File: src/rtl/bitperm_pkg.sv
package bitperm_pkg;

   localparam logic [6:0] OPC_REG  = 7'b0110011;
   localparam logic [6:0] OPC_IMM  = 7'b0010011;
   localparam logic [6:0] OPC_WORD = 7'b0111011;

   localparam logic [6:0]  F7_PACK   = 7'b0000100;
   localparam logic [2:0]  F3_PACK   = 3'b100;
   localparam logic [2:0]  F3_PACKH  = 3'b111;
   localparam logic [2:0]  F3_ZIP    = 3'b001;
   localparam logic [2:0]  F3_UNZIP  = 3'b101;
   localparam logic [11:0] IMM_ZIP   = 12'h08F;
   localparam logic [11:0] IMM_BREV8 = 12'h687;

   typedef enum logic [2:0] {
      OP_NONE  = 3'd0,
      OP_PACK  = 3'd1,
      OP_PACKH = 3'd2,
      OP_PACKW = 3'd3,
      OP_BREV8 = 3'd4,
      OP_ZIP   = 3'd5,
      OP_UNZIP = 3'd6
   } perm_op_e;

endpackage

File: src/rtl/bitperm_decode.sv
module bitperm_decode
   import bitperm_pkg::*;
#(
   parameter int XLEN = 64
) (
   input  logic [31:0] instr_i,
   output perm_op_e    op_o
);
   localparam bit WIDE = (XLEN == 64);

   logic [6:0]  opcode;
   logic [2:0]  funct3;
   logic [6:0]  funct7;
   logic [4:0]  rs2;
   logic [11:0] imm12;
   logic        unused_fields;

   assign opcode        = instr_i[6:0];
   assign funct3        = instr_i[14:12];
   assign funct7        = instr_i[31:25];
   assign rs2           = instr_i[24:20];
   assign imm12         = instr_i[31:20];
   assign unused_fields = ^instr_i[19:15] ^ ^instr_i[11:7];

   always_comb begin
      op_o = OP_NONE;
      unique case (opcode)
         OPC_REG: begin
            if (funct7 == F7_PACK && funct3 == F3_PACKH)
               op_o = OP_PACKH;
            else if (funct7 == F7_PACK && funct3 == F3_PACK && rs2 != 5'd0)
               op_o = OP_PACK;
         end
         OPC_WORD: begin
            if (WIDE && funct7 == F7_PACK && funct3 == F3_PACK && rs2 != 5'd0)
               op_o = OP_PACKW;
         end
         OPC_IMM: begin
            if (!WIDE && imm12 == IMM_ZIP && funct3 == F3_ZIP)
               op_o = OP_ZIP;
            else if (!WIDE && imm12 == IMM_ZIP && funct3 == F3_UNZIP)
               op_o = OP_UNZIP;
            else if (imm12 == IMM_BREV8 && funct3 == F3_UNZIP)
               op_o = OP_BREV8;
         end
         default: op_o = OP_NONE;
      endcase
   end

endmodule

File: src/rtl/bitperm_datapath.sv
module bitperm_datapath
   import bitperm_pkg::*;
#(
   parameter int XLEN = 64
) (
   input  perm_op_e          op_i,
   input  logic [XLEN-1:0]   src_a_i,
   input  logic [XLEN-1:0]   src_b_i,
   output logic [XLEN-1:0]   result_o
);
   localparam int HALF  = XLEN / 2;
   localparam int BYTES = XLEN / 8;

   logic [XLEN-1:0] pack_w, packh_w, packw_w, brev_w, zip_w, unzip_w;

   assign pack_w  = {src_b_i[HALF-1:0], src_a_i[HALF-1:0]};
   assign packh_w = {{(XLEN-16){1'b0}}, src_b_i[7:0], src_a_i[7:0]};

   for (genvar k = 0; k < BYTES; k++) begin : g_byte
      for (genvar m = 0; m < 8; m++) begin : g_bit
         assign brev_w[8*k+m] = src_a_i[8*k+7-m];
      end
   end

   for (genvar i = 0; i < HALF; i++) begin : g_lace
      assign zip_w[2*i]     = src_a_i[i];
      assign zip_w[2*i+1]   = src_a_i[i+HALF];
      assign unzip_w[i]      = src_a_i[2*i];
      assign unzip_w[i+HALF] = src_a_i[2*i+1];
   end

   if (XLEN == 64) begin : g_word_pack
      assign packw_w = {{(XLEN-32){src_b_i[15]}}, src_b_i[15:0], src_a_i[15:0]};
   end else begin : g_no_word_pack
      assign packw_w = '0;
   end

   always_comb begin
      unique case (op_i)
         OP_PACK:  result_o = pack_w;
         OP_PACKH: result_o = packh_w;
         OP_PACKW: result_o = packw_w;
         OP_BREV8: result_o = brev_w;
         OP_ZIP:   result_o = zip_w;
         OP_UNZIP: result_o = unzip_w;
         default:  result_o = '0;
      endcase
   end

endmodule

File: src/rtl/bitperm_xu.sv
module bitperm_xu
   import bitperm_pkg::*;
#(
   parameter int XLEN = 64
) (
   input  logic            clk_i,
   input  logic            rst_i,
   input  logic            in_valid_i,
   input  logic [31:0]     instr_i,
   input  logic [XLEN-1:0] src_a_i,
   input  logic [XLEN-1:0] src_b_i,
   output logic            out_valid_o,
   output logic            illegal_o,
   output logic [XLEN-1:0] result_o
);
   localparam int HALF = XLEN / 2;

   if (XLEN != 32 && XLEN != 64) begin : g_bad_xlen
      $error("bitperm_xu: XLEN must be 32 or 64");
   end

   perm_op_e        dec_op;
   logic            dec_illegal;
   logic [XLEN-1:0] dp_result;
   logic            valid_q, illegal_q;
   logic [XLEN-1:0] result_q;

   bitperm_decode #(.XLEN(XLEN)) u_decode (
      .instr_i (instr_i),
      .op_o    (dec_op)
   );

   bitperm_datapath #(.XLEN(XLEN)) u_datapath (
      .op_i     (dec_op),
      .src_a_i  (src_a_i),
      .src_b_i  (src_b_i),
      .result_o (dp_result)
   );

   assign dec_illegal = (dec_op == OP_NONE);

   always_ff @(posedge clk_i) begin
      if (rst_i) begin
         valid_q   <= 1'b0;
         illegal_q <= 1'b0;
         result_q  <= '0;
      end else begin
         valid_q <= in_valid_i;
         if (in_valid_i) begin
            illegal_q <= dec_illegal;
            result_q  <= dec_illegal ? '0 : dp_result;
         end
      end
   end

   assign out_valid_o = valid_q;
   assign illegal_o   = illegal_q;
   assign result_o    = result_q;

   // output valid follows input valid by one edge
   assert_valid_follows_R9: assert property (@(posedge clk_i) disable iff (rst_i)
      in_valid_i |=> out_valid_o);
   assert_no_spurious_valid_R9: assert property (@(posedge clk_i) disable iff (rst_i)
      !in_valid_i |=> !out_valid_o);

   // reset clears output valid
   assert_reset_clears_R10: assert property (@(posedge clk_i)
      rst_i |=> (!out_valid_o && !illegal_o && result_o == '0));

   // illegal result is zero
   assert_illegal_zero_R8: assert property (@(posedge clk_i) disable iff (rst_i)
      (out_valid_o && illegal_o) |-> (result_o == '0));

   // halves land in place
   assert_pack_halves_R1: assert property (@(posedge clk_i) disable iff (rst_i)
      (in_valid_i && dec_op == OP_PACK) |=>
      (result_o[HALF-1:0] == $past(src_a_i[HALF-1:0]) &&
       result_o[XLEN-1:HALF] == $past(src_b_i[HALF-1:0])));

   // low-byte pack zero-fills above bit 15
   assert_packh_zero_fill_R2: assert property (@(posedge clk_i) disable iff (rst_i)
      (in_valid_i && dec_op == OP_PACKH) |=>
      (result_o[XLEN-1:16] == '0 && result_o[15:8] == $past(src_b_i[7:0])));

   // permutations keep the population count
   assert_perm_popcount_R6: assert property (@(posedge clk_i) disable iff (rst_i)
      (in_valid_i && (dec_op == OP_BREV8 || dec_op == OP_ZIP || dec_op == OP_UNZIP)) |=>
      ($countones(result_o) == $countones($past(src_a_i))));

   if (XLEN == 64) begin : g_chk_word
      // upper word is a copy of bit 31
      assert_packw_sign_R3: assert property (@(posedge clk_i) disable iff (rst_i)
         (in_valid_i && dec_op == OP_PACKW) |=>
         (result_o[XLEN-1:32] == {(XLEN-32){$past(src_b_i[15])}}));
   end

endmodule

File: config.mk
export PLATFORM = sky130hd
export DESIGN_NAME = bitperm_xu
export DESIGN_NICKNAME = d
export VERILOG_FILES = /design/src/rtl/bitperm_pkg.sv /design/src/rtl/bitperm_decode.sv /design/src/rtl/bitperm_datapath.sv /design/src/rtl/bitperm_xu.sv
export SDC_FILE = /design/constraint.sdc
export NUM_CORES = 1
export LEC_CHECK = 0
export CAP_MARGIN = 25
export CORE_MARGIN = 4
export CORE_UTILIZATION = 39
export DETAILED_ROUTE_END_ITERATION = 10
export HOLD_SLACK_MARGIN = 0.06
export PLACE_DENSITY = 0.87
export SYNTH_ARGS = -nofsm -noshare
export SYNTH_HDL_FRONTEND = slang
export SYNTH_SLANG_ARGS = --single-unit
File: constraint.sdc
create_clock -name clk_i -period 6.32 [get_ports clk_i]
set_clock_uncertainty 0.2 [all_clocks]
set_input_delay 1.264 -clock clk_i [delete_from_list [all_inputs] [get_ports clk_i]]
set_output_delay 1.264 -clock clk_i [all_outputs]
set_load 0.01 [all_outputs]
### Yosys cells after proc, flatten, opt, wreduce, memory -nomap -nowiden

Index checks and enable logic that the tools add are counted.
Widths: inputs -> output; s select.

* logic and storage cells: 30
* register bits: 66
* output and inout port bits: 66
* input bits: 163

* eq/ne operators: 14
* reductions and logical operators: 6
* mux-type cells: 7

Operators with widths (number)
* $pmux 64 s6: 1
* $mux 64: 1
* $eq 3x3->1 const B: 6
* $eq 7x6->1 const B: 2
* $eq 12x11->1 const B: 1
* $pmux 3 s3: 1
* $eq 7x3->1 const B: 1
* $eq 7x5->1 const B: 1
* $eq 3x2->1 const B: 2
* $mux 3: 2
* $reduce_bool 5->1: 1
* $logic_and 1x1->1: 4
* $eq 3x1->1 const B: 1
* $logic_not 3->1: 1
* $mux 2: 1
* $mux 1: 1

### Depth between registers and ports, before layout

Gate-level depths: netlist of run 1.

* word-level depth: 9
* depth in mapped cells: 8
* gate-level depth less buffers: 5

### Cells and area by module

Synthesis of run 1 repeated with hierarchy kept, for this count alone.

* cells, all modules: 604
* area total of the unflattened synthesis: 5223.8 um2

Modules (own cells, without submodules)
* bitperm_datapath: seq. area each 0.0 um2, cells each 366, times used 1, area an instance 2593.7 um2
* bitperm_xu: seq. area each 1321.3 um2, cells each 220, times used 1, area an instance 2481.1 um2
* bitperm_decode: seq. area each 0.0 um2, cells each 18, times used 1, area an instance 148.9 um2

### Worst setup path after synthesis of run 1

Ideal clock, no wire load.

* path type: input port to flip-flop
* from: in instr_i[3]
* to: reg result_q[57] (netlist: result_o[57])
* library setup time: 0.068 ns
* slack: 3.130 ns
* arrival time: 2.922 ns
* buffers on the path: 3
* stages on the path: 8
* data required time: 6.052 ns
* cells stage by stage: buf_6 or4b_4 or3_4 nor3_4 buf_6 buf_8 a22oi_2 o21ai_2

* cells in the longest elaborated chain, start to end: 5
* elaborated cells between the ends (all ways): 13
* those cells by class: eq/ne: 9; mux: 3; reduce/logical: 1

Ends and longest elaborated chain
* start: declaration: RTL line bitperm_xu.sv:9 `input logic [31:0] instr_i,`
* $eq 7x5->1 / $eq 7x6->1 (equally long branches): RTL line bitperm_decode.sv:27 `unique case (opcode)`
* $pmux 3 s3 (*): RTL line bitperm_decode.sv:27
* $eq 3x3->1 (tied with other cells): RTL line bitperm_datapath.sv:39 `unique case (op_i)`
* $pmux 64 s6: RTL line bitperm_datapath.sv:39
* $mux 64 (*): RTL line bitperm_xu.sv:51 `result_q <= dec_illegal ? '0 : dp_result;`
* end signal: assignment: RTL line bitperm_xu.sv:51
* end: declaration: RTL line bitperm_xu.sv:26 `logic [XLEN-1:0] result_q;`

Mark *: on every way between the ends. The rest lies on a longest branch, timed or not.
A chain may end at the register's enable or synchronous reset.

### Final worst setup path of run 1

* from: in instr_i[3]
* to: reg result_q[43] (netlist: result_o[43])

The elaborated chain is that of the path after synthesis.

==> out/metrics.csv, run 1 <==
stage;metric;value;unit
power_and_ir_drop;P_leak;1.90;nW
sta;fin crit share;61.2;%
final_layout;ANT cells;0;
job;max_cap viols;0;
sta;Slew HR;39.5;%
final_layout;share of layout cells above drive strength 1;17.3;%
place;IO Port Bufs;186;
power_and_ir_drop;Gate power share;15.5;%
sta;post-route setup TNS;0;ps
routing;final antenna-violating net count;0;
routing;wire per inst;17.8;um
clock_tree;Clock Sinks;66;
worst_setup_path;CP Class;input pin to flip-flop;
global_routing;grt total ovfl;0;
power_and_ir_drop;NetSw;0.218;mW
synth;Post-Syn Area;3370;um^2
sta;max frequency;259;MHz
floorplanning;Core Footprint;8300;um^2
final_layout;Finished Cell Area;5520;um^2
routing;vias per cell;5.44;
clock_tree;Longest Clk Path Bufs;2;
floorplanning;Die Ht;101;um
final_layout;most frequent cells in the layout;186 x clkdlybuf4s50_1, 66 x dfxtp_1, 42 x a21oi_1, 34 x nand2_1, 31 x o21ai_2;
sta;final setup violation count;0;
global_routing;first-pass GRT wire length;17700;um
floorplanning;die area;10200;um^2
worst_setup_path;family with the most delay on the worst path;buffers and inverters;
sta;RSZ-0062 raised after global routing;no;
worst_setup_path;CP bufs+invs;3;
synth;cell taking the most area after synthesis;dfxtp_1;
clock_tree;CTS tree;done;
worst_setup_path;CP dominant cell by count;buf_4;
worst_setup_path;CP Data Required Time;6370;ps
floorplanning;number of cell rows;33;
power_and_ir_drop;sequential power share;43.8;%
routing;final wirelength;11400;um
clock_tree;clk_lat worst skew;320;ps
clock_tree;Root Buffer;clkbuf_8;
clock_tree;Post-CTS Hold Fix Bufs;0;
clock_tree;Post-CTS Resized;0;
synth;leading post-synthesis cells by cell area;dfxtp_1 39%, a22oi_2 11%, o21ai_2 8.1%;
power_and_ir_drop;power per cell area;174;nW/um^2
sta;worst hold slack;262;ps
synth;post-synthesis net count;521;
place;routability congestion estimate;0.795;
synth;Yosys top cell area share;39.2;%
routing;drt first pass iters;4;
worst_setup_path;startpoint type of the worst setup path;input pin;
final_layout;Non-Filler Instances;642;
power_and_ir_drop;Internal;0.743;mW
place;DP HPWL;8520;um
power_and_ir_drop;Max VDD drop;0.000116;V
sta;Max Slew Vio Count;0;
place;pre-CTS WS;2080;ps
worst_setup_path;Worst setup EP type;flip-flop;
synth;post-synthesis cell count;358;
sta;Final WS setup;2450;ps
status;status;finished clean;
final_layout;commonest non-fill, non-tap cell in the layout;clkdlybuf4s50_1;
floorplanning;initial core utilization;40.6;%
synth;Syn. warnings;0;
clock_tree;post-CTS setup buffer count;0;
worst_hold_path;type of the most critical hold path;flip-flop to flip-flop;
final_layout;area of the multi-input gates;1850;um^2
final_layout;synth-to-layout area growth;63.8;%
place;placed insts;627;
worst_setup_path;CP Data Arrival Time;3920;ps
power_and_ir_drop;Overall Power;0.961;mW
global_routing;largest net degree at the start of global routing;48;
routing;number of DRC markers in iteration 0;135;
final_layout;Seq. cell area;1320;um^2
clock_tree;Clock transition at path regs;70;ps
global_routing;vias in the first global route;3615;
floorplanning;die width;101;um
sta;Tmin final;3870;ps
place;placed instance area;5300;um^2
final_layout;fillcell total;670;
synth;post-synthesis register bit count;66;
synth;register area share after synthesis;39.2;%
final_layout;Layout Nets;696;
routing;vias post-DR;3490;
routing;DRC;0;
global_routing;Total Routing Usage GR;21.8;%
synth;syn avg cell area;9.41;um^2
worst_setup_path;crit-path cells;clkdlybuf4s50_1 > buf_4 > or4b_4 > or3_4 > nor3_4 > buf_4 > a22oi_1 > o21ai_0;
clock_tree;TritonCTS buffer count;9;
sta;Hold Vio Cnt, Final;0;
global_routing;initial antenna violation count;0;
power_and_ir_drop;clock network power share;40.7;%
power_and_ir_drop;Switching Fraction;22.7;%
worst_setup_path;CP Max Fanout;47;
synth;Netlist cell types;35;
sta;worst-margin pin slew;901;ps
clock_tree;H-tree depth;3;
final_layout;post-layout util;66.5;%
floorplanning;num ports;229;
worst_setup_path;CP max stage delay;580;ps
worst_setup_path;critical path's slowest cell;buf_4;
==> worst paths after layout <==
path	to	start	slack [ps]	cells after the start
hold reg to reg	result_o[47]	result_o[47]	260	2
hold / removal	result_o[47]	result_o[47]	260	2
setup / recovery	result_o[43]	instr_i[3]	2450	8
setup reg to reg	result_o[13]	result_o[13]	5250	4
==> layout make-up <==
cell class                      instances  area share, %
Timing Repair Buffer                  193           35.4
Multi-Input combinational cell        252           33.5
Clock buffer                           14           3.49
Sequential cell                        66           23.9
Tap cell                              105           2.38
Inverter                               11          0.748
Clock inverter                          1          0.544
==> routing by layer <==
layer	global-route usage [%]	vias to the layer above	wire (um)
met3	6.30	14	915
met5	0	-	0
li1	-	1696	-
met1	25.1	1642	4340
met4	6.44	0	178
met2	38.9	138	5970
==> worst min-delay path: cells and delay by family (launching register included) <==
| kind | cells | cell delay [ps] |
|---|---|---|
| compound gates | 1 | 60 |
| flops | 1 | 330 |
| simple gates | 1 | 50 |
==> logic make-up after synthesis <==
logic type | after synthesis | share of synthesized area, %
compound gates | 166 | 38.5
simple gates | 71 | 11.6
flops | 66 | 39.2
buf+inv | 40 | 6.20
mux | 15 | 4.46
==> synthesized netlist by cell type, drive strengths merged <==
master	instances
a21oi	42
a22oi	56
a311oi	8
and2	1
and4b	1
buf	11
clkbuf	18
dfxtp	66
inv	11
mux2i	15
nand2	34
nand2b	2
nand3	5
nand4	1
nand4b	1
nor2	13
nor3	3
nor3b	2
nor4	1
nor4b	2
o211ai	1
o21ai	50
o22ai	1
o31ai	8
or3	1
or3b	1
or4	2
or4b	1
==> sequential cells by signal, indices dropped and copies added (netlist names) <==
| name | flops |
|---|---|
| result_o | 64 |
| illegal_o | 1 |
| out_valid_o | 1 |
==> power by group through the flow <==
stage	clock (mW)	sequential, mW	combinational [mW]
finish	0.391	0.421	0.149
global route	0.419	0.421	0.160
CTS	0.400	0.420	0.150
detailed placement	0	0.430	0.149
global placement	0	0.430	0.142
floorplan	0	0.431	0.0426
Note: power is estimated with default switching activity, not from simulation.
==> inputs of run 2 (changes only) <==
--- a/config.mk
+++ b/config.mk
@@ -7,10 +7,10 @@
 export LEC_CHECK = 0
 export CAP_MARGIN = 25
 export CORE_MARGIN = 4
-export CORE_UTILIZATION = 39
+export CORE_UTILIZATION = 36
 export DETAILED_ROUTE_END_ITERATION = 10
 export HOLD_SLACK_MARGIN = 0.06
-export PLACE_DENSITY = 0.87
+export PLACE_DENSITY = 0.81
 export SYNTH_ARGS = -nofsm -noshare
 export SYNTH_HDL_FRONTEND = slang
 export SYNTH_SLANG_ARGS = --single-unit
==> constraint.sdc (replaced) <==
create_clock -name clk_i -period 3.7 [get_ports clk_i]
set_clock_uncertainty 0.2 [all_clocks]
set_input_delay 0.74 -clock clk_i [delete_from_list [all_inputs] [get_ports clk_i]]
set_output_delay 0.74 -clock clk_i [all_outputs]
set_load 0.01 [all_outputs]
==> out/metrics.csv, run 2 (synthesis results as in run 1) <==
stage;metric;value;unit;change
final_layout;commonest non-fill, non-tap cell in the layout;clkdlybuf4s50_1;;
final_layout;Layout Nets;700;;+0.57%
sta;Hold Vio Cnt, Final;0;;unchanged
worst_setup_path;CP Data Arrival Time;3030;ps;-890 ps
final_layout;Non-Filler Instances;653;;+1.7%
clock_tree;Post-CTS Resized;0;;unchanged
floorplanning;number of cell rows;35;;+6.1%
power_and_ir_drop;Internal;1.40;mW;+89%
floorplanning;die area;11000;um^2;+7.7%
worst_setup_path;Worst setup EP type;flip-flop;;
worst_setup_path;startpoint type of the worst setup path;input pin;;
power_and_ir_drop;Max VDD drop;0.000204;V;+76%
clock_tree;Clock transition at path regs;70;ps;about the same
clock_tree;post-CTS setup buffer count;0;;unchanged
final_layout;post-layout util;61.1;%;-5.4 points
place;placed insts;637;;+1.6%
sta;final setup violation count;0;;unchanged
routing;vias per cell;5.45;;+0.23%
worst_setup_path;CP Max Fanout;47;;unchanged
floorplanning;initial core utilization;36.8;%;-3.8 points
place;DP HPWL;8480;um;-0.48%
worst_setup_path;CP Class;input pin to flip-flop;;
clock_tree;clk_lat worst skew;330;ps;about the same
floorplanning;Die Ht;105;um;+3.8%
power_and_ir_drop;power per cell area;321;nW/um^2;+85%
floorplanning;Core Footprint;9150;um^2;+10%
status;status;finished clean;;
worst_setup_path;CP Data Required Time;3750;ps;-2620 ps
global_routing;grt total ovfl;0;;unchanged
floorplanning;num ports;229;;unchanged
power_and_ir_drop;sequential power share;39.9;%;-3.9 points
clock_tree;Post-CTS Hold Fix Bufs;0;;unchanged
sta;Max Slew Vio Count;0;;unchanged
routing;number of DRC markers in iteration 0;100;;-26%
final_layout;ANT cells;0;;unchanged
final_layout;fillcell total;803;;+20%
global_routing;first-pass GRT wire length;17900;um;+1.1%
power_and_ir_drop;P_leak;1.93;nW;+1.7%
clock_tree;Root Buffer;clkbuf_8;;
final_layout;Seq. cell area;1320;um^2;unchanged
routing;final antenna-violating net count;0;;unchanged
clock_tree;Longest Clk Path Bufs;2;;unchanged
clock_tree;TritonCTS buffer count;9;;unchanged
floorplanning;die width;105;um;+3.8%
global_routing;vias in the first global route;3593;;-0.61%
clock_tree;CTS tree;done;;
final_layout;synth-to-layout area growth;66.0;%;
sta;max frequency;336;MHz;
power_and_ir_drop;Gate power share;14.2;%;-1.3 points
job;max_cap viols;0;;unchanged
sta;RSZ-0062 raised after global routing;no;;
sta;post-route setup TNS;0;ps;unchanged
place;IO Port Bufs;186;;unchanged
routing;DRC;0;;unchanged
power_and_ir_drop;NetSw;0.395;mW;+81%
worst_hold_path;type of the most critical hold path;flip-flop to flip-flop;;
place;routability congestion estimate;0.879;;+11%
worst_setup_path;R2R Setup Slk;2660;ps;-2590 ps
global_routing;Total Routing Usage GR;19.9;%;-1.8 points
routing;vias post-DR;3558;;+1.9%
clock_tree;Clock Sinks;66;;unchanged
routing;drt first pass iters;5;;+1
sta;fin crit share;80.5;%;
sta;Slew HR;46.4;%;+7.0 points
place;placed instance area;5320;um^2;+0.43%
routing;final wirelength;11300;um;-0.77%
sta;Tmin final;2980;ps;
final_layout;Finished Cell Area;5590;um^2;+1.4%
routing;wire per inst;17.3;um;-2.4%
clock_tree;H-tree depth;3;;unchanged
final_layout;share of layout cells above drive strength 1;18.1;%;+0.76 points
power_and_ir_drop;Switching Fraction;22.0;%;-0.75 points
final_layout;max reg flops;64;;unchanged
final_layout;area of the multi-input gates;1850;um^2;unchanged
global_routing;initial antenna violation count;0;;unchanged
sta;worst-margin pin slew;801;ps;-99.5 ps
power_and_ir_drop;clock network power share;45.9;%;+5.2 points
global_routing;largest net degree at the start of global routing;48;;unchanged
final_layout;most frequent cells in the layout;186 x clkdlybuf4s50_1, 66 x dfxtp_1, 42 x a21oi_1, 34 x nand2_1, 31 x o21ai_2;;
## run 2: cell count changes in the layout (fill, tap and decap cells not counted)
cell       before  now
clkbuf_8       14   10
buf_16          2    0
buf_4           5    9
clkinv_4        0    2
bufinv_16       1    4
buf_12          0    2
## run 2: power by group through the flow
stage | registers, mW | clock network (mW) | logic [mW]
2_1_floorplan | 0.737 | 0 | 0.0727
3_3_place_gp | 0.734 | 0 | 0.250
3_5_place_dp | 0.734 | 0 | 0.255
4_1_cts | 0.718 | 0.843 | 0.256
5_1_grt | 0.718 | 0.873 | 0.273
6_report | 0.718 | 0.826 | 0.255
## run 2: metal layers
layer	track usage, %	up-vias	share of wire [%]
li1	-	1715	-
met1	23.4	1698	41
met2	34.6	129	50
met3	5.81	16	7.7
met4	6.84	0	1.3
met5	0	-	0
## run 2: final cells by class
cell class	instances	area share, %
multi-input combinational	252	33.0
clock inverter	6	2.46
clock buffer	10	2.46
tap	111	2.48
timing repair buffer	197	35.2
inverter	11	0.738
sequential	66	23.6
## run 2: stage by stage
stage / hold WS, ps / worst slack (ps) / total power [mW]
global placement: 246 / 437 / 0.984
detailed placement: 266 / 366 / 0.989
finish: 288 / 722 / 1.80
CTS: 283 / 716 / 1.82
global route: 307 / 585 / 1.86
floorplan: 285 / 1030 / 0.810
## run 2: worst paths after layout
| kind | start | end | cells after the start |
|---|---|---|---|
| hold / removal | result_o[4] | result_o[4] | 2 |
| setup reg to reg | result_o[10] | result_o[10] | 4 |
| hold reg to reg | result_o[4] | result_o[4] | 2 |
| setup / recovery | instr_i[31] | result_o[53] | 6 |
## run 2: critical path, stage by stage
cell and delay (ps):
clkdlybuf4s50_1 430, nor4b_2 360, nand3_1 210, or4_2 640, buf_4 320, o21ai_0 270
==> inputs of run 3 (changes only) <==
==> constraint.sdc (replaced) <==
create_clock -name clk_i -period 3 [get_ports clk_i]
set_clock_uncertainty 0.2 [all_clocks]
set_input_delay 0.6 -clock clk_i [delete_from_list [all_inputs] [get_ports clk_i]]
set_output_delay 0.6 -clock clk_i [all_outputs]
set_load 0.01 [all_outputs]
==> out/metrics.csv, run 3 (synthesis results as in run 1) <==
stage;metric;value;unit;change
status;status;finished clean;;
sta;RSZ-0062 raised after global routing;no;;
routing;vias post-DR;3557;;-0.028%
sta;Slew HR;67.0;%;+21 points
floorplanning;number of cell rows;35;;unchanged
final_layout;Layout Nets;708;;+1.1%
final_layout;Non-Filler Instances;661;;+1.2%
final_layout;fillcell total;770;;-4.1%
global_routing;Total Routing Usage GR;20.6;%;+0.71 points
clock_tree;Post-CTS Hold Fix Bufs;0;;unchanged
floorplanning;num ports;229;;unchanged
sta;Max Slew Vio Count;0;;unchanged
worst_setup_path;CP Data Required Time;3060;ps;-690 ps
final_layout;commonest non-fill, non-tap cell in the layout;clkdlybuf4s50_1;;
worst_hold_path;type of the most critical hold path;flip-flop to flip-flop;;
place;IO Port Bufs;186;;unchanged
routing;vias per cell;5.38;;-1.2%
sta;Hold Vio Cnt, Final;0;;unchanged
place;DP HPWL;8740;um;+3.1%
clock_tree;post-CTS setup buffer count;0;;unchanged
clock_tree;Post-CTS Resized;0;;unchanged
worst_setup_path;CP Data Arrival Time;2780;ps;-250 ps
routing;number of DRC markers in iteration 0;141;;+41%
routing;drt first pass iters;4;;-1
floorplanning;Core Footprint;9150;um^2;unchanged
clock_tree;Clock transition at path regs;80;ps;about the same
clock_tree;Root Buffer;clkbuf_8;;
final_layout;share of layout cells above drive strength 1;19.1;%;+1.0 points
global_routing;vias in the first global route;3620;;+0.75%
clock_tree;Longest Clk Path Bufs;2;;unchanged
floorplanning;initial core utilization;36.8;%;unchanged
worst_setup_path;CP Class;input pin to flip-flop;;
final_layout;most frequent cells in the layout;186 x clkdlybuf4s50_1, 66 x dfxtp_1, 42 x a21oi_1, 34 x nand2_1, 31 x o21ai_2;;
routing;final antenna-violating net count;0;;unchanged
sta;worst-margin pin slew;491;ps;-310 ps
final_layout;ANT cells;0;;unchanged
place;placed insts;645;;+1.3%
sta;Tmin final;2720;ps;
power_and_ir_drop;Max VDD drop;0.000226;V;+11%
job;max_cap viols;0;;unchanged
global_routing;initial antenna violation count;0;;unchanged
global_routing;first-pass GRT wire length;18400;um;+3.1%
worst_setup_path;CP Max Fanout;24;;-49%
sta;fin crit share;90.7;%;
final_layout;synth-to-layout area growth;67.2;%;
clock_tree;Clock Sinks;66;;unchanged
floorplanning;Die Ht;105;um;unchanged
routing;DRC;0;;unchanged
floorplanning;die width;105;um;unchanged
routing;final wirelength;11800;um;+3.9%
place;pre-CTS WS;-79.1;ps;-445 ps
clock_tree;CTS tree;done;;
global_routing;largest net degree at the start of global routing;48;;unchanged
clock_tree;TritonCTS buffer count;9;;unchanged
sta;max frequency;368;MHz;
power_and_ir_drop;power per cell area;378;nW/um^2;+18%
final_layout;max reg flops;64;;unchanged
routing;wire per inst;17.8;um;+2.6%
place;routability congestion estimate;0.873;;-0.66%
clock_tree;clk_lat worst skew;330;ps;about the same
sta;final setup violation count;0;;unchanged
clock_tree;H-tree depth;3;;unchanged
power_and_ir_drop;P_leak;1.95;nW;+1.1%
worst_setup_path;startpoint type of the worst setup path;input pin;;
worst_setup_path;Worst setup EP type;flip-flop;;
global_routing;grt total ovfl;0;;unchanged
floorplanning;die area;11000;um^2;unchanged
final_layout;post-layout util;61.5;%;+0.42 points
sta;Final WS setup;280;ps;-442 ps
## run 3: layout make-up
class | instances | area, um^2 | share of cell area, %
Clock buffer | 10 | 128 | 2.27
Sequential cell | 66 | 1320 | 23.5
Inverter | 11 | 41.3 | 0.733
Clock inverter | 6 | 114 | 2.02
Tap cell | 111 | 139 | 2.47
Multi-Input combinational cell | 252 | 1850 | 32.8
Timing Repair Buffer | 205 | 2040 | 36.3
## run 3: through the flow
step | hold WS, ps | TNS (ps) | instance area [um^2] | total power [mW]
CTS | 271 | 0 | 5630 | 2.14
floorplan | 285 | 0 | 3370 | 0.999
finish | 274 | 0 | 5630 | 2.13
global route | 310 | 0 | 5630 | 2.20
detailed placement | 249 | -408 | 5390 | 1.22
global placement | 247 | 0 | 5390 | 1.21
## run 3: path summary, 6_finish.rpt
path,end,slack [ps],from,cells after the start
min,result_o[47],270,result_o[47],2
max,result_o[54],280,instr_i[23],7
max reg2reg,result_o[10],1980,result_o[10],4
min reg2reg,result_o[47],270,result_o[47],2
## run 3: critical path, cell delays in order
cell and delay (ps):
clkdlybuf4s50_1 440, or4b_4 550, or3_4 450, nor3_4 290, buf_12 240, a22oi_1 100, o21ai_0 90
## run 3: layer usage
metal | vias to the layer above | track usage [%] | share of wire (%)
li1 | 1744 | - | -
met2 | 115 | 36.3 | 50
met3 | 8 | 6.24 | 6.6
met1 | 1690 | 24.4 | 42
met4 | 0 | 5.25 | 1.1
met5 | - | 0 | 0
## run 3: power by group
part	switching (mW)	leakage, nW	total [mW]	internal [mW]
sequential	0.00345	0.533	0.885	0.882
combinational	0.128	1.31	0.316	0.187
clock	0.371	0.113	0.927	0.556
